===== src/rtl/wkup_pkg.sv =====
package wkup_pkg;
  parameter int unsigned NUM_CH    = 8;
  parameter int unsigned NUM_SRC   = 4;
  parameter int unsigned SEL_W     = $clog2(NUM_SRC);
  parameter int unsigned INT_FIRST = 5;
  parameter int unsigned DATA_W    = 32;
  parameter int unsigned SYNC_LEN  = 2;

  typedef enum logic [1:0] {
    ADDR_EN  = 2'd0,
    ADDR_POL = 2'd1,
    ADDR_SEL = 2'd2,
    ADDR_CLR = 2'd3
  } reg_addr_e;
endpackage


===== src/rtl/wkup_sync.sv =====
module wkup_sync #(
  parameter int unsigned WIDTH  = 32,
  parameter int unsigned STAGES = 2
) (
  input  logic             clk_i,
  input  logic             rst_ni,
  input  logic [WIDTH-1:0] d_i,
  output logic [WIDTH-1:0] sync_o,
  output logic [WIDTH-1:0] prev_o
);
  logic [STAGES-1:0][WIDTH-1:0] stg_q;
  logic [WIDTH-1:0]             prev_q;

  always_ff @(posedge clk_i or negedge rst_ni) begin
    if (!rst_ni) stg_q[0] <= '0;
    else         stg_q[0] <= d_i;
  end

  for (genvar s = 1; s < STAGES; s++) begin : g_stage
    always_ff @(posedge clk_i or negedge rst_ni) begin
      if (!rst_ni) stg_q[s] <= '0;
      else         stg_q[s] <= stg_q[s-1];
    end
  end

  always_ff @(posedge clk_i or negedge rst_ni) begin
    if (!rst_ni) prev_q <= '0;
    else         prev_q <= stg_q[STAGES-1];
  end

  assign sync_o = stg_q[STAGES-1];
  assign prev_o = prev_q;

  // the previous-value tap lags the synchronised output by one edge
  a_r2_prev_lags: assert property (@(posedge clk_i) disable iff (!rst_ni)
    1'b1 |=> prev_o == $past(sync_o));
endmodule


===== src/rtl/wkup_cfg_regs.sv =====
module wkup_cfg_regs
  import wkup_pkg::*;
#(
  parameter int unsigned N_CH  = NUM_CH,
  parameter int unsigned SW    = SEL_W,
  parameter int unsigned DW    = DATA_W,
  localparam int unsigned SELV = N_CH * SW
) (
  input  logic            clk_i,
  input  logic            rst_ni,
  input  logic            we_i,
  input  logic [1:0]      addr_i,
  input  logic [DW-1:0]   wdata_i,
  output logic [DW-1:0]   rdata_o,
  output logic [N_CH-1:0] en_o,
  output logic [N_CH-1:0] pol_o,
  output logic [SELV-1:0] sel_o,
  output logic [N_CH-1:0] clr_o
);
  logic [N_CH-1:0] en_q, pol_q;
  logic [SELV-1:0] sel_q;
  logic wr_en, wr_pol, wr_sel, wr_clr;

  assign wr_en  = we_i && (addr_i == ADDR_EN);
  assign wr_pol = we_i && (addr_i == ADDR_POL);
  assign wr_sel = we_i && (addr_i == ADDR_SEL);
  assign wr_clr = we_i && (addr_i == ADDR_CLR);

  always_ff @(posedge clk_i or negedge rst_ni) begin
    if (!rst_ni)     en_q <= '0;
    else if (wr_en)  en_q <= wdata_i[N_CH-1:0];
  end

  // polarity and select fields are frozen while their channel is enabled
  for (genvar c = 0; c < N_CH; c++) begin : g_field
    always_ff @(posedge clk_i or negedge rst_ni) begin
      if (!rst_ni) begin
        pol_q[c]          <= 1'b0;
        sel_q[c*SW +: SW] <= '0;
      end else begin
        if (wr_pol && !en_q[c]) pol_q[c]          <= wdata_i[c];
        if (wr_sel && !en_q[c]) sel_q[c*SW +: SW] <= wdata_i[c*SW +: SW];
      end
    end
  end

  assign clr_o = wr_clr ? wdata_i[N_CH-1:0] : '0;

  always_comb begin
    unique case (addr_i)
      ADDR_EN:  rdata_o = DW'(en_q);
      ADDR_POL: rdata_o = DW'(pol_q);
      ADDR_SEL: rdata_o = DW'(sel_q);
      default:  rdata_o = '0;
    endcase
  end

  assign en_o  = en_q;
  assign pol_o = pol_q;
  assign sel_o = sel_q;

  a_r5_pol_frozen: assert property (@(posedge clk_i) disable iff (!rst_ni)
    1'b1 |=> ((pol_q ^ $past(pol_q)) & $past(en_q)) == '0);
  a_r5_sel_frozen: assert property (@(posedge clk_i) disable iff (!rst_ni)
    !wr_sel |=> sel_q == $past(sel_q));
endmodule


===== src/rtl/wkup_channel.sv =====
module wkup_channel
  import wkup_pkg::*;
#(
  parameter int unsigned N_SRC   = NUM_SRC,
  parameter int unsigned SW      = SEL_W,
  parameter bit          HAS_INT = 1'b0
) (
  input  logic             clk_i,
  input  logic             rst_ni,
  input  logic [N_SRC-1:0] cur_i,
  input  logic [N_SRC-1:0] prv_i,
  input  logic [SW-1:0]    sel_i,
  input  logic             pol_i,
  input  logic             en_i,
  input  logic             clr_i,
  input  logic             int_pend_i,
  output logic             flag_o
);
  logic act_now, act_prev, evt, int_mode, flag_q;

  assign act_now  = cur_i[sel_i] ^ pol_i;
  assign act_prev = prv_i[sel_i] ^ pol_i;
  assign evt      = act_now && !act_prev;
  assign int_mode = HAS_INT && (sel_i == SW'(N_SRC-1));

  always_ff @(posedge clk_i or negedge rst_ni) begin
    if (!rst_ni)       flag_q <= 1'b0;
    else if (!en_i)    flag_q <= 1'b0;
    else if (int_mode) flag_q <= int_pend_i;
    else if (evt)      flag_q <= 1'b1;  // set wins over clear
    else if (clr_i)    flag_q <= 1'b0;
  end

  assign flag_o = flag_q;

  a_r7_disable_clears: assert property (@(posedge clk_i) disable iff (!rst_ni)
    !en_i |=> !flag_o);
  a_r9_set_wins: assert property (@(posedge clk_i) disable iff (!rst_ni)
    (en_i && !int_mode && evt && clr_i) |=> flag_o);
  a_r8_follows_pending: assert property (@(posedge clk_i) disable iff (!rst_ni)
    (en_i && int_mode) |=> flag_o == $past(int_pend_i));
  a_r11_no_spurious_set: assert property (@(posedge clk_i) disable iff (!rst_ni)
    (!flag_o && !int_mode && !evt) |=> !flag_o);
endmodule


===== src/rtl/wkup_detect.sv =====
module wkup_detect
  import wkup_pkg::*;
#(
  parameter int unsigned N_CH   = NUM_CH,
  parameter int unsigned N_SRC  = NUM_SRC,
  parameter int unsigned INT_LO = INT_FIRST,
  parameter int unsigned DW     = DATA_W,
  localparam int unsigned SW    = $clog2(N_SRC),
  localparam int unsigned N_LN  = N_CH * N_SRC,
  localparam int unsigned N_INT = N_CH - INT_LO
) (
  input  logic             clk_i,
  input  logic             rst_ni,
  input  logic [N_LN-1:0]  wake_lines_i,
  input  logic [N_INT-1:0] int_pend_i,
  input  logic             reg_we_i,
  input  logic [1:0]       reg_addr_i,
  input  logic [DW-1:0]    reg_wdata_i,
  output logic [DW-1:0]    reg_rdata_o,
  output logic [N_CH-1:0]  flags_o,
  output logic             wake_req_o
);
  logic [N_LN-1:0]    ln_sync, ln_prev;
  logic [N_CH-1:0]    en, pol, clr, flags;
  logic [N_CH*SW-1:0] sel;
  logic               req_q;

  wkup_sync #(.WIDTH(N_LN), .STAGES(SYNC_LEN)) i_sync (
    .clk_i, .rst_ni, .d_i(wake_lines_i), .sync_o(ln_sync), .prev_o(ln_prev)
  );

  wkup_cfg_regs #(.N_CH(N_CH), .SW(SW), .DW(DW)) i_regs (
    .clk_i, .rst_ni, .we_i(reg_we_i), .addr_i(reg_addr_i), .wdata_i(reg_wdata_i),
    .rdata_o(reg_rdata_o), .en_o(en), .pol_o(pol), .sel_o(sel), .clr_o(clr)
  );

  for (genvar c = 0; c < N_CH; c++) begin : g_ch
    if (c >= INT_LO) begin : g_int
      wkup_channel #(.N_SRC(N_SRC), .SW(SW), .HAS_INT(1'b1)) i_ch (
        .clk_i, .rst_ni,
        .cur_i(ln_sync[c*N_SRC +: N_SRC]), .prv_i(ln_prev[c*N_SRC +: N_SRC]),
        .sel_i(sel[c*SW +: SW]), .pol_i(pol[c]), .en_i(en[c]), .clr_i(clr[c]),
        .int_pend_i(int_pend_i[c-INT_LO]), .flag_o(flags[c])
      );
    end else begin : g_ext
      wkup_channel #(.N_SRC(N_SRC), .SW(SW), .HAS_INT(1'b0)) i_ch (
        .clk_i, .rst_ni,
        .cur_i(ln_sync[c*N_SRC +: N_SRC]), .prv_i(ln_prev[c*N_SRC +: N_SRC]),
        .sel_i(sel[c*SW +: SW]), .pol_i(pol[c]), .en_i(en[c]), .clr_i(clr[c]),
        .int_pend_i(1'b0), .flag_o(flags[c])
      );
    end
  end

  always_ff @(posedge clk_i or negedge rst_ni) begin
    if (!rst_ni) req_q <= 1'b0;
    else         req_q <= |(flags & en);
  end

  assign flags_o    = flags;
  assign wake_req_o = req_q;

  a_r10_req_needs_flag: assert property (@(posedge clk_i) disable iff (!rst_ni)
    wake_req_o |-> $past(|flags_o));
  a_r10_flag_raises_req: assert property (@(posedge clk_i) disable iff (!rst_ni)
    (|(flags_o & en)) |=> wake_req_o);
endmodule


===== config.mk =====
export PLATFORM = sky130hd
export DESIGN_NAME = wkup_detect
export DESIGN_NICKNAME = d
export VERILOG_FILES = /design/src/rtl/wkup_pkg.sv /design/src/rtl/wkup_sync.sv /design/src/rtl/wkup_cfg_regs.sv /design/src/rtl/wkup_channel.sv /design/src/rtl/wkup_detect.sv
export SDC_FILE = /design/constraint.sdc
export NUM_CORES = 1
export LEC_CHECK = 0
export BUFFER_PORTS_ARGS = -buffer_cell sky130_fd_sc_hd__buf_2
export CELL_PAD_IN_SITES_DETAIL_PLACEMENT = 0
export CELL_PAD_IN_SITES_GLOBAL_PLACEMENT = 2
export CORE_ASPECT_RATIO = 1.75
export CORE_UTILIZATION = 37
export CTS_CLUSTER_DIAMETER = 40
export DETAILED_ROUTE_END_ITERATION = 8
export HOLD_SLACK_MARGIN = 0.1
export PLACE_DENSITY = 0.79
export SLEW_MARGIN = 20
export SYNTH_ARGS = -nofsm -noshare
export SYNTH_HDL_FRONTEND = slang
export SYNTH_SLANG_ARGS = --single-unit

===== constraint.sdc =====
create_clock -name clk_i -period 1.75 [get_ports clk_i]
set_input_delay 0.2625 -clock clk_i [delete_from_list [all_inputs] [get_ports clk_i]]
set_output_delay 0.2625 -clock clk_i [all_outputs]
set_load 0.01 [all_outputs]

==> key figures <==
Final layout
  • Layout cells sized above 1: about a third
  • Layout area overhead: 31.0%
  • Fin cells: ~660
  • Layout Utilization: between 50% and 60%
  • Fillers: 1185
  • Final nets: approximately 550
  • ANT cells: 0

Run status
  • Status: complete, no violations

Yosys
  • Top FF cell, synth: dfrtp_1
  • Syn avg cell area: 15.5 um2
  • Async set or reset register ratio after synthesis: 100%
  • Area share of the largest cell type after synthesis: about two thirds
  • Post-synth EDFFs: 0
  • #FFs+latches synth: about 140
  • Synth area leader: dfrtp_1
  • YS warnings: 0
  • Synth top area cells: dfrtp_1, mux4_2, mux2_1, buf_4, mux2_2
  • Sequential fraction of the synthesis area: between 60% and 70%
  • Most frequent cell after synthesis: dfrtp_1
  • Synth top cells by count: dfrtp_1, buf_4, mux2_1, mux4_2, nor2_1
  • Cell Area, Synth: approximately 0.0052 mm2
  • Synthesized instance count: between 300 and 400
  • Post-synth cell types: 35

Min path
  • Hold Crit Class: input pin to register

STA
  • Fin. max-slew vios: 0
  • Clock Skew: 7.54 ps
  • Fin. Hold Viols: 0
  • Final setup fails: 0
  • PnR worst setup slack: between 90 and 100 ps
  • FMAX: slightly above 600 MHz
  • Final Cycle Share: between 90% and 100%
  • RSZ-0062 raised after global routing: no
  • Setup total negative slack: 0 ps
  • Final Critical Period: between 1500 and 2000 ps

Setup path
  • Crit path capture type: register
  • Required time worst endpoint: just over 2000 ps
  • Startpoint types: register
  • Crit path kind: register to register
  • Worst-path fanout max: 6
  • Worst EP arrival: around 2000 ps

Drt
  • Antenna-violating nets left: 0
  • Pre-antenna DRT Iters: 4
  • Vias per Instance: around 4.8
  • Vias after detailed routing: 3150
  • Iter 0 DRT Violations: 99
  • Routed wire length: between 10000 and 15000 um
  • Routed length per instance: about 16 um
  • Remaining DRCs: 0

Placement
  • IO Port Bufs: 80
  • Placed Instances: 586
  • GP Congestion: about 0.73
  • Place WS: between 40 and 50 ps
  • DPL Wire Length: 7450 um

Clock tree
  • CTS tree: done
  • Longest Clk Path Bufs: 2
  • CTS buffer count: 17
  • Clk root buf: clkbuf_16
  • Insertion delay to the later sink of the worst-skew pair: around 420 ps
  • Clock sinks: between 100 and 150
  • Post-CTS Setup Bufs: 0
  • H-Tree Level Count: 4
  • Clock transition at the registers of the reported paths: around 60 ps

Power and ir drop
  • Max VDD drop: ~0.65 mV
  • Reg power frac: between 40 and 50%
  • Switching fraction of total power: about a quarter
  • Clock network fraction of total power: 38.2%
  • P per Cell Area: about 1300 mW/mm2
  • Internal Power: 0.00664 W
  • P_leak: around 3.1 nW
  • NetSw: 0.00239 W
  • Combinational cell fraction of total power: 17.1%

Global route
  • Largest net degree at the start of global routing: 56
  • First-pass GRT wire length: ~17000 um
  • Initial antenna violation count: 0
  • Grt total ovfl: 0
  • Vias in the first global route: 3345
  • Total GRT Usage: between 15 and 20%

Die
  • Initial Util: between 30% and 40%
  • Total core area: between 0.01 and 0.015 mm2
  • Row cnt: 56
  • Ports: 113
  • Die ar.: about 0.014 mm2
  • Die height: between 150 and 200 um
  • Die width: 91.4 um

Run
  • Maxcap violations: 0
==> area by class of cell <==
| class | instances | area [um2] | area share [%] |
|---|---|---|---|
| multi-input combinational | 182 | 1600 | 23.6 |
| timing repair buffer | 135 | 950 | 14.0 |
| clock inverter | 12 | 126 | 1.87 |
| tap | 174 | 218 | 3.21 |
| clock buffer | 19 | 453 | 6.69 |
| sequential | 137 | 3430 | 50.7 |
==> per-layer routing <==
layer	GRT usage (%)	part of all wire, %
met5	0	0
met1	18.0	39
met4	6.80	1.9
met2	28.8	54
met3	4.87	4.2
==> cells in the final DEF, fill, tap and decap left out, types with 13 or more instances in the layout <==
| master | netlist | routed |
|---|---|---|
| dlygate4sd3_1 | 0 | 42 |
| conb_1 | 1 | 16 |
| mux2_2 | 15 | 15 |
| mux2_1 | 17 | 17 |
| buf_2 | 2 | 79 |
| nand2_1 | 13 | 13 |
| dfrtp_1 | 137 | 134 |
| nor2_1 | 16 | 16 |
| mux4_2 | 16 | 16 |
| clkbuf_16 | 0 | 17 |
==> kinds of logic after synthesis <==
| logic type | share of synthesized area (%) |
|---|---|
| other | 0.0725 |
| and+or+nand+nor | 7.96 |
| buffers and inverters | 3.97 |
| DFF | 66.3 |
| muxes | 16.1 |
| AOI/OAI and AO/OA | 5.66 |
==> path summary, 6_finish.rpt <==
| kind | start | to | slack [ps] | cells past startpoint |
|---|---|---|---|---|
| max | i_regs.sel_o[12] | g_ch[6].g_int.i_ch.flag_o | 90 | 4 |
| min | reg_wdata_i[2] | i_regs.en_o[2] | 110 | 2 |
| max reg2reg | i_regs.sel_o[12] | g_ch[6].g_int.i_ch.flag_o | 90 | 4 |
| min reg2reg | i_sync.stg_q[6] | i_sync.sync_o[6] | 340 | 0 |
| max in group asynchronous | rst_ni | i_regs.pol_o[6] | 850 | 3 |
| min in group asynchronous | rst_ni | i_sync.stg_q[24] | 300 | 2 |
==> timing repair <==
| item | CTS | global route |
|---|---|---|
| pin swaps | 0 | 0 |
| endpoints found under the setup margin | 1 | 5 |
| hold endpoints to repair | 110 | 0 |
| hold buffers | 42 | 0 |
| gates resized for setup | 1 | 5 |
==> state kept, by name, summed over array words and instances, names as in the netlist <==
name	count
g_ch.g_int.i_ch.flag_o	3
i_sync.stg_q	32
i_regs.sel_o	16
i_sync.prev_o	32
g_ch.g_ext.i_ch.flag_o	5
i_sync.sync_o	32
i_regs.en_o	8
wake_req_o	1
i_regs.pol_o	8
==> critical path, stage by stage, from the launching register on <==
cell and delay (ps):
dfrtp_2 430, mux4_2 570, o211ai_1 130, o22ai_1 120, a211o_1 290
==> stage by stage <==
step	power, W	instance area, um2	hold slack [ps]
2_1_floorplan	0.00506	5230	-33.1
3_3_place_gp	0.00551	5770	167
3_5_place_dp	0.00559	5770	176
4_1_cts	0.00914	6770	101
5_1_grt	0.00948	6770	122
6_report	0.00903	6770	112
==> power groups by stage <==
stage / sequential [W] / combinational (W) / clock [W]
after global placement: 0.00407 / 0.00144 / 0
after global routing: 0.00411 / 0.00169 / 0.00367
final: 0.00403 / 0.00154 / 0.00345
after floorplan: 0.00392 / 0.00114 / 0
after CTS: 0.00405 / 0.00156 / 0.00353
after detailed placement: 0.00410 / 0.00148 / 0
Power figures use the tool's default switching activity.
